--- config.mk ---
export PLATFORM = sky130hd
export DESIGN_NAME = usb_busreset_neg
export DESIGN_NICKNAME = d
export VERILOG_FILES = /design/src/rtl/usbrst_pkg.sv /design/src/rtl/usbrst_se0_timer.sv /design/src/rtl/usbrst_kj_detect.sv /design/src/rtl/usb_busreset_neg.sv
export SDC_FILE = /design/constraint.sdc
export NUM_CORES = 1
export LEC_CHECK = 0
export BUFFER_PORTS_ARGS = -buffer_cell sky130_fd_sc_hd__buf_2
export CAP_MARGIN = 25
export CORE_ASPECT_RATIO = 1.2
export CORE_MARGIN = 1.5
export CORE_UTILIZATION = 64
export CTS_BUF_LIST = sky130_fd_sc_hd__clkbuf_8 sky130_fd_sc_hd__clkbuf_16
export DETAILED_ROUTE_END_ITERATION = 12
export PLACE_DENSITY = 0.83
export SETUP_SLACK_MARGIN = 0.5
export SLEW_MARGIN = 20
export SYNTH_ARGS = -nofsm -noshare
export SYNTH_HDL_FRONTEND = slang
export SYNTH_SLANG_ARGS = --single-unit
--- constraint.sdc ---
create_clock -name clk -period 2.7 [get_ports clk]
set_input_delay 0.135 -clock clk [delete_from_list [all_inputs] [get_ports clk]]
set_output_delay 0.135 -clock clk [all_outputs]
set_load 0.05 [all_outputs]
--- src/rtl/usbrst_pkg.sv ---
package usbrst_pkg;
  typedef enum logic [2:0] {
    PH_IDLE,
    PH_CHIRPK,
    PH_LISTEN,
    PH_FULL,
    PH_HIGH
  } phase_e;

  localparam logic [1:0] LS_SE0 = 2'b00;
  localparam logic [1:0] LS_J   = 2'b01;
  localparam logic [1:0] LS_K   = 2'b10;

  localparam logic [1:0] OPM_NORMAL = 2'b00;
  localparam logic [1:0] OPM_RAW    = 2'b10;
endpackage

--- src/rtl/usbrst_se0_timer.sv ---
module usbrst_se0_timer
  import usbrst_pkg::*;
#(
  parameter int RECOG_CYC = 4080
) (
  input  logic       clk,
  input  logic       rst,
  input  logic       en,
  input  logic [1:0] line_state,
  output logic       hit
);
  localparam int CW = $clog2(RECOG_CYC + 1);
  localparam logic [CW-1:0] LAST = CW'(RECOG_CYC - 1);

  logic [CW-1:0] run_cnt;

  assign hit = en && (line_state == LS_SE0) && (run_cnt == LAST);

  always_ff @(posedge clk) begin
    if (rst || !en) begin
      run_cnt <= '0;
    end else if (line_state == LS_SE0) begin
      run_cnt <= hit ? '0 : run_cnt + 1'b1;
    end else begin
      run_cnt <= '0;
    end
  end

  // the run count never reaches the threshold, so it cannot wrap
  assert_run_bound_R3: assert property (@(posedge clk) disable iff (rst)
    run_cnt <= LAST);
endmodule

--- src/rtl/usbrst_kj_detect.sv ---
module usbrst_kj_detect
  import usbrst_pkg::*;
#(
  parameter int MIN_HOLD = 150,
  parameter int KJ_PAIRS = 3
) (
  input  logic       clk,
  input  logic       rst,
  input  logic       en,
  input  logic [1:0] line_state,
  output logic       found
);
  localparam int HW = $clog2(MIN_HOLD + 1);
  localparam int SYMS = 2 * KJ_PAIRS;
  localparam int SW = $clog2(SYMS + 1);
  localparam logic [HW-1:0] HOLD_LAST = HW'(MIN_HOLD - 1);
  localparam logic [SW-1:0] SYM_GOAL = SW'(SYMS);

  logic [HW-1:0] hold_cnt;
  logic [SW-1:0] sym_cnt;
  logic          want_k;
  logic [1:0]    want_sym;

  assign want_sym = want_k ? LS_K : LS_J;
  assign found    = (sym_cnt == SYM_GOAL);

  always_ff @(posedge clk) begin
    if (rst || !en) begin
      hold_cnt <= '0;
      sym_cnt  <= '0;
      want_k   <= 1'b1;
    end else if (!found) begin
      if (line_state == LS_SE0) begin
        hold_cnt <= '0;
        sym_cnt  <= '0;
        want_k   <= 1'b1;
      end else if (line_state == want_sym) begin
        if (hold_cnt == HOLD_LAST) begin
          hold_cnt <= '0;
          sym_cnt  <= sym_cnt + 1'b1;
          want_k   <= ~want_k;
        end else begin
          hold_cnt <= hold_cnt + 1'b1;
        end
      end else begin
        hold_cnt <= '0;
      end
    end
  end

  // a chirp can only be reported after listening was enabled
  assert_found_after_listen_R6: assert property (@(posedge clk) disable iff (rst)
    found |-> $past(en));
  // a symbol is accepted before its hold count could overrun
  assert_hold_bound_R7: assert property (@(posedge clk) disable iff (rst)
    hold_cnt <= HOLD_LAST);
endmodule

--- src/rtl/usb_busreset_neg.sv ---
module usb_busreset_neg
  import usbrst_pkg::*;
#(
  parameter int RECOG_CYC  = 4080,
  parameter int CHIRPK_CYC = 90000,
  parameter int LISTEN_CYC = 120000,
  parameter int MIN_HOLD   = 150,
  parameter int KJ_PAIRS   = 3
) (
  input  logic       clk,
  input  logic       rst,
  input  logic [1:0] line_state,
  output logic       usb_reset,
  output logic       chirp_tx_valid,
  output logic [1:0] chirp_opmode,
  output logic       xcvr_sel,
  output logic       term_sel,
  output logic       speed_fs,
  output logic       speed_hs,
  output logic       reset_done
);
  localparam int TMAX = (CHIRPK_CYC > LISTEN_CYC) ? CHIRPK_CYC : LISTEN_CYC;
  localparam int TW = $clog2(TMAX + 1);
  localparam logic [TW-1:0] CHIRP_LAST  = TW'(CHIRPK_CYC - 1);
  localparam logic [TW-1:0] LISTEN_LAST = TW'(LISTEN_CYC - 1);

  phase_e        ph, ph_nxt;
  logic [TW-1:0] tmr;
  logic          pend;
  logic          done_q;
  logic          se0_en, se0_hit, chirp_found, release_seen;

  assign se0_en       = (ph == PH_IDLE) || ((ph == PH_FULL) && !pend);
  assign release_seen = (ph == PH_FULL) && pend && (line_state == LS_J);

  usbrst_se0_timer #(.RECOG_CYC(RECOG_CYC)) u_se0 (
    .clk(clk), .rst(rst), .en(se0_en), .line_state(line_state), .hit(se0_hit)
  );

  usbrst_kj_detect #(.MIN_HOLD(MIN_HOLD), .KJ_PAIRS(KJ_PAIRS)) u_kj (
    .clk(clk), .rst(rst), .en(ph == PH_LISTEN), .line_state(line_state),
    .found(chirp_found)
  );

  always_comb begin
    ph_nxt = ph;
    unique case (ph)
      PH_IDLE, PH_FULL: if (se0_hit) ph_nxt = PH_CHIRPK;
      PH_CHIRPK:        if (tmr == CHIRP_LAST) ph_nxt = PH_LISTEN;
      PH_LISTEN: begin
        if (chirp_found)             ph_nxt = PH_HIGH;
        else if (tmr == LISTEN_LAST) ph_nxt = PH_FULL;
      end
      PH_HIGH:  ph_nxt = PH_HIGH;
      default:  ph_nxt = PH_IDLE;
    endcase
  end

  always_ff @(posedge clk) begin
    if (rst) begin
      ph     <= PH_IDLE;
      tmr    <= '0;
      pend   <= 1'b0;
      done_q <= 1'b0;
    end else begin
      ph <= ph_nxt;
      if ((ph_nxt != ph) || !((ph == PH_CHIRPK) || (ph == PH_LISTEN)))
        tmr <= '0;
      else
        tmr <= tmr + 1'b1;
      if ((ph == PH_LISTEN) && (ph_nxt == PH_FULL)) pend <= 1'b1;
      else if (release_seen)                        pend <= 1'b0;
      done_q <= release_seen;
    end
  end

  assign usb_reset      = (ph == PH_CHIRPK) || (ph == PH_LISTEN);
  assign chirp_tx_valid = (ph == PH_CHIRPK);
  assign chirp_opmode   = (ph == PH_CHIRPK) ? OPM_RAW : OPM_NORMAL;
  assign xcvr_sel       = !((ph == PH_CHIRPK) || (ph == PH_LISTEN) || (ph == PH_HIGH));
  assign term_sel       = (ph != PH_HIGH);
  assign speed_hs       = (ph == PH_HIGH);
  assign speed_fs       = !speed_hs;
  assign reset_done     = done_q;

  // reset indication only rises after SE0, together with the chirp
  assert_rise_on_se0_R2: assert property (@(posedge clk) disable iff (rst)
    $rose(usb_reset) |-> ($past(line_state) == LS_SE0) && chirp_tx_valid);
  // chirp transmission ends into listening, reset still held
  assert_chirp_into_listen_R4: assert property (@(posedge clk) disable iff (rst)
    ($fell(chirp_tx_valid) && $past(!rst)) |-> usb_reset);
  // high speed is only reached out of a reset sequence
  assert_hs_from_reset_R6: assert property (@(posedge clk) disable iff (rst)
    $rose(speed_hs) |-> $past(usb_reset));
  // completion pulse follows a J sample outside the reset phase
  assert_done_on_j_R8: assert property (@(posedge clk) disable iff (rst)
    reset_done |-> ($past(line_state) == LS_J) && !usb_reset && !$past(reset_done));
  // exactly one speed flag
  assert_speed_onehot_R9: assert property (@(posedge clk) disable iff (rst)
    $countones({speed_fs, speed_hs}) == 1);
endmodule

### Word-level counts from Yosys, hierarchy flattened

Cells that the tools add are included.

* add/sub/neg operators: 4
* eq/ne operators: 14
* muxes and demuxes: 18
* bitwise operators: 3
* reductions and logical operators: 27

Operators with widths (number)
* $eq 17x17->1 const B: 2
* $mux 8: 3
* $mux 3: 7
* $add 17x1->17 const B: 1
* $add 12x1->12 const B: 1
* $eq 12x12->1 const B: 1
* $pmux 3 s4: 1
* $eq 3x2->1 const B: 3
* $add 8x1->8 const B: 1
* $eq 8x8->1 const B: 1
* $eq 3x3->1 const B: 2
* $logic_and 1x1->1: 6
* $logic_not 1->1: 6
* $logic_or 1x1->1: 6
* $reduce_bool 2->1: 3
* $mux 1: 5
* $mux 2: 2
* $reduce_or 2->1: 2
* $add 3x1->3 const B: 1
* $eq 3x1->1 const B: 1
* $logic_not 3->1: 1
* $ne 3x3->1: 1
* $ne 3x3->1 const B: 1
* $not 1->1: 3
* other kinds (5): 5

* register bits after elaboration: 46
* logic and storage cells: 74

### Logic depth before layout (Yosys ltp)

* depth after elaboration: 10
* mapped depth: 9

### Modules after synthesis

Synthesis repeated with hierarchy kept, for this count alone.

* cells, all modules: 261
* area, all modules: 2349.8 µm²

Modules (own cells, without submodules)
* usb_busreset_neg: times used 1, cells each 127, area each 1139.8 µm², sequential area each 440.4 µm²
* usbrst_kj_detect: times used 1, cells each 73, area each 678.2 µm², sequential area each 240.2 µm²
* usbrst_se0_timer: times used 1, cells each 61, area each 531.8 µm², sequential area each 240.2 µm²

### Worst setup path before layout

Ideal clock, no wire load.

* kind: register to output
* start: reg ph[2]
* end: out xcvr_sel
* arrival: 1674 ps
* data required time: 2565 ps
* setup slack: 891 ps
* stages on the path, launching flop included: 6
* path buffers: 1
* cells stage by stage: dfxtp_1 -> buf_6 -> and2b_1 -> nand2b_2 -> inv_1 -> nor2_1

* word-level cells in the longest chain between the ends: 4
* elaborated cells between the ends (all ways): 6
* those cells by class: eq/ne (3); reduce/logical (3)

RTL lines
* start, declared: RTL line usb_busreset_neg.sv:27 `phase_e ph, ph_nxt;`
* start signal, assigned: RTL line usb_busreset_neg.sv:66 `ph <= ph_nxt;`
* $eq 3x1->1
* via chirp_tx_valid: RTL line usb_busreset_neg.sv:14 `output logic chirp_tx_valid,`
* $logic_or 1x1->1 (2 in series): RTL line usb_busreset_neg.sv:80 `assign xcvr_sel = !((ph == PH_CHIRPK) || (ph == PH_LISTEN) || (ph == PH_HIGH));`
* $logic_not 1->1: RTL line usb_busreset_neg.sv:80
* end, declared: RTL line usb_busreset_neg.sv:16 `output logic xcvr_sel,`

The timed path passes the listed nets, and every way through them passes these cells.

### Final worst setup path

* start: reg ph[2]
* end: out usb_reset

* word-level cells in the longest chain between the ends: 2
* elaborated cells between the ends (all ways): 3
* those cells by class: eq/ne (2); reduce/logical (1)

RTL lines
* $eq 3x1->1 or $eq 3x2->1 (tied branches): RTL line usb_busreset_neg.sv:77 `assign usb_reset = (ph == PH_CHIRPK) || (ph == PH_LISTEN);`
* $logic_or 1x1->1 *: RTL line usb_busreset_neg.sv:77
* end, declared: RTL line usb_busreset_neg.sv:13 `output logic usb_reset,`

Every way passes the cells marked *; elsewhere a longest branch is shown, timed or not.

==> results.tsv <==
metric	value	unit
Routed WL	3.94	mm
WP data arrival	1730	ps
Post-DP HPWL	2.83	mm
root buffer cell	clkbuf_8	
# rows	23	
Synth area leaders	dfxtp_1, xor2_1, nor2_1, xnor2_1, ha_1	
Synth Area in XOR/XNOR	12.7	%
Hold Path Class	in2reg	
Post-CTS Resized	0	
Req. time, crit path	2570	ps
initial core utilization	67.6	%
WHS Path Cells	2	
initial antenna violation count	0	
CTS hold repair buffers	0	
status	finished clean	
port bufs	11	
grt ovf	0	
Tmin final	1870	ps
crit-path max cell delay	460	ps
layout cells sized above 1	18.0	%
# setup viols final	0	
Pleak	0.000839	uW
first-pass GRT wire length	6.68	mm
pwr dens	500	nW/um^2
vias	1659	
setup bufs post-CTS	0	
Antenna diodes	0	
Syn Nets	261	
largest net degree at the start of global routing	15	
Netlist Area Pre-Place	2270	sq um
Reg2Reg Capture Point	tmr[9]$_SDFF_PP0_	
flop2flop setup slack	850	ps
Yosys warnings	0	
compound-gate portion of the synthesized area	6.66	%
commonest cells in the netlist	dfxtp_1, nor2_1, xor2_1	
Fmax	535	MHz
Clock Sink Count	46	
IO Count	13	
flops & latches, synth	46	
crit path buf inv count	2	
simple-gate portion of the synthesized area	30.3	%
Reg clk slew, reported paths	90	ps
placer congestion estimate	0.828	
insertion delay to the later sink of the worst-skew pair	300	ps
clock buffer depth	2	
Setup crit start kind	flip-flop	
Placed Instances	290	
asr flop ratio synth	0	%
RSZ-0062 raised after global routing	false	
CP Cell Sequence	and2b_1 -> nand2b_2 -> inv_1 -> or2_2 -> buf_2	
R2R cell count	6	
Vias/cell	5.57	
Pins Over Slew Limit	0	
die extent in y	68.3	microns
setup tns final	0	ps
IR drop worst, VDD	0.461	mV
worst-margin pin slew	485	ps
Syn-to-layout area delta	5.72	%
Post-synth top flop	dfxtp_1	
full die area	3920	sq um
non-filler cells in the finished layout	298	
Yosys top cell area share	40.5	%
mux contribution to synthesized area	1.38	%
number of global-route vias before repair	1583	
CTS tree	built	
total CTS buffers	5	
die width	57.4	microns
Nets	270	
post-synthesis average cell area	9.06	sq um
GRT Total Usage	22.2	%
DRT Pass-1 Iters	4	
Slew HR	67.4	%
max-cap viol count	0	
Hold Crit Start	rst	
sequential share of the synthesized area	40.5	%
RR Startpoint	tmr[0]$_SDFF_PP0_	
Worst Skew	6.66	ps
Max stage delay cell, worst path	dfxtp_1	
area share of fa/ha/maj cells after synthesis	3.30	%
H-Tree Depth	2	
most frequent cell after synthesis	dfxtp_1	
violation count after the first detailed-route iteration	47	
Cells after Synth	251	
Routed Antenna Nets	0	
EDFF count, synth	0	
Stages on worst setup path	5	
hold worst-path end	ph[0]$_SDFF_PP0_	
CP Class	reg2out	
Crit path max-delay family	simple AND/OR/NAND/NOR gates	
wire per inst	13.2	microns
post-synth top area cell	dfxtp_1	
drt drc	0	
Core Region	3370	sq um
Layout fillers	262	
Max FO, Critical Path	7	
largest family of logic cells by synthesized area	simple AND/OR/NAND/NOR gates	
endpoints failing hold	0	
Worst Setup End Kind	primary output	
Synth cell types	52	
fin crit share	69.2	%
[metrics by stage]
stage	hold WS [ps]	util (%)	setup slack, ps	total power, uW	cell area (sq um)
floorplan	314	-	891	715	2270
global placement	409	68.2	885	717	2290
detailed placement	411	68.2	885	717	2290
CTS	94.2	71.4	825	1210	2400
global route	104	71.4	669	1240	2400
finish	100	71.4	831	1200	2400
[per-layer routing]
layer,share of wire [%],track usage (%)
met1,45,25.3
met2,50,40.1
met3,2.8,4.73
met4,2.0,9.59
met5,0,0
[worst register-to-register path, stage by stage (launching register included)]
cell     delay, ps
dfxtp_1        370
ha_1           210
nand3_2        140
nor4_1         280
nand3_1        180
o21ai_0        450
nor2_1          90
[sequential cells by signal, indices dropped and copies added (netlist names)]
register	cells
pend	1
u_kj.sym_cnt	3
u_se0.run_cnt	12
u_kj.hold_cnt	8
ph	3
reset_done	1
tmr	17
u_kj.want_k	1
[placed cells by master, fill, tap and decap left out, types with 2 or more instances in the layout]
master / synthesis / final
a211oi_1: 2 / 2
a21oi_1: 4 / 4
a32oi_1: 2 / 2
and3_1: 4 / 4
and3b_1: 2 / 2
and4_1: 3 / 3
buf_2: 1 / 11
clkbuf_8: 0 / 5
dfxtp_1: 46 / 46
ha_1: 6 / 6
inv_1: 7 / 8
mux2i_1: 2 / 2
nand2_1: 16 / 16
nand2b_1: 2 / 2
nand3_1: 9 / 9
nand3b_1: 2 / 2
nand4_1: 9 / 9
nand4b_1: 2 / 2
nor2_1: 45 / 45
nor2_2: 10 / 10
nor3_1: 3 / 3
nor3b_2: 2 / 2
o21ai_0: 4 / 4
or2_2: 2 / 2
xnor2_1: 12 / 12
xor2_1: 21 / 21
[cell type report]
cell class                      count  area [sq um]  area share [%]
Clock inverter                      3          41.3            1.72
Timing Repair Buffer               12          62.6            2.60
Clock buffer                        5          68.8            2.86
Tap cell                           37          46.3            1.93
Multi-Input combinational cell    188          1240            51.5
Inverter                            7          26.3            1.09
Sequential cell                    46           921            38.3
[worst max path at each step]
stage / start / to / slack [ps]
floorplan: ph[2]$_SDFF_PP0_ / xcvr_sel / 890
CTS: ph[2]$_SDFF_PP0_ / usb_reset / 820
finish: ph[2]$_SDFF_PP0_ / usb_reset / 830
global route: tmr[0]$_SDFF_PP0_ / tmr[9]$_SDFF_PP0_ / 670
detailed placement: tmr[0]$_SDFF_PP0_ / tmr[9]$_SDFF_PP0_ / 880
global placement: tmr[0]$_SDFF_PP0_ / tmr[11]$_SDFF_PP0_ / 890
[report_power, final]
group	internal, uW	switching (uW)
registers	678	0.655
logic	7.85	14.5
clock network	272	228
total	959	243
[cells by family after synthesis]
family                     count (synthesis)
xor gates and xnor gates                  33
and+or+nand+nor                          126
buffers and inverters                     17
DFF                                       46
muxes                                      3
adders and majority gates                  6
AOI/OAI and AO/OA                         19
other                                      1
Note: power is estimated with default switching activity, not from simulation.
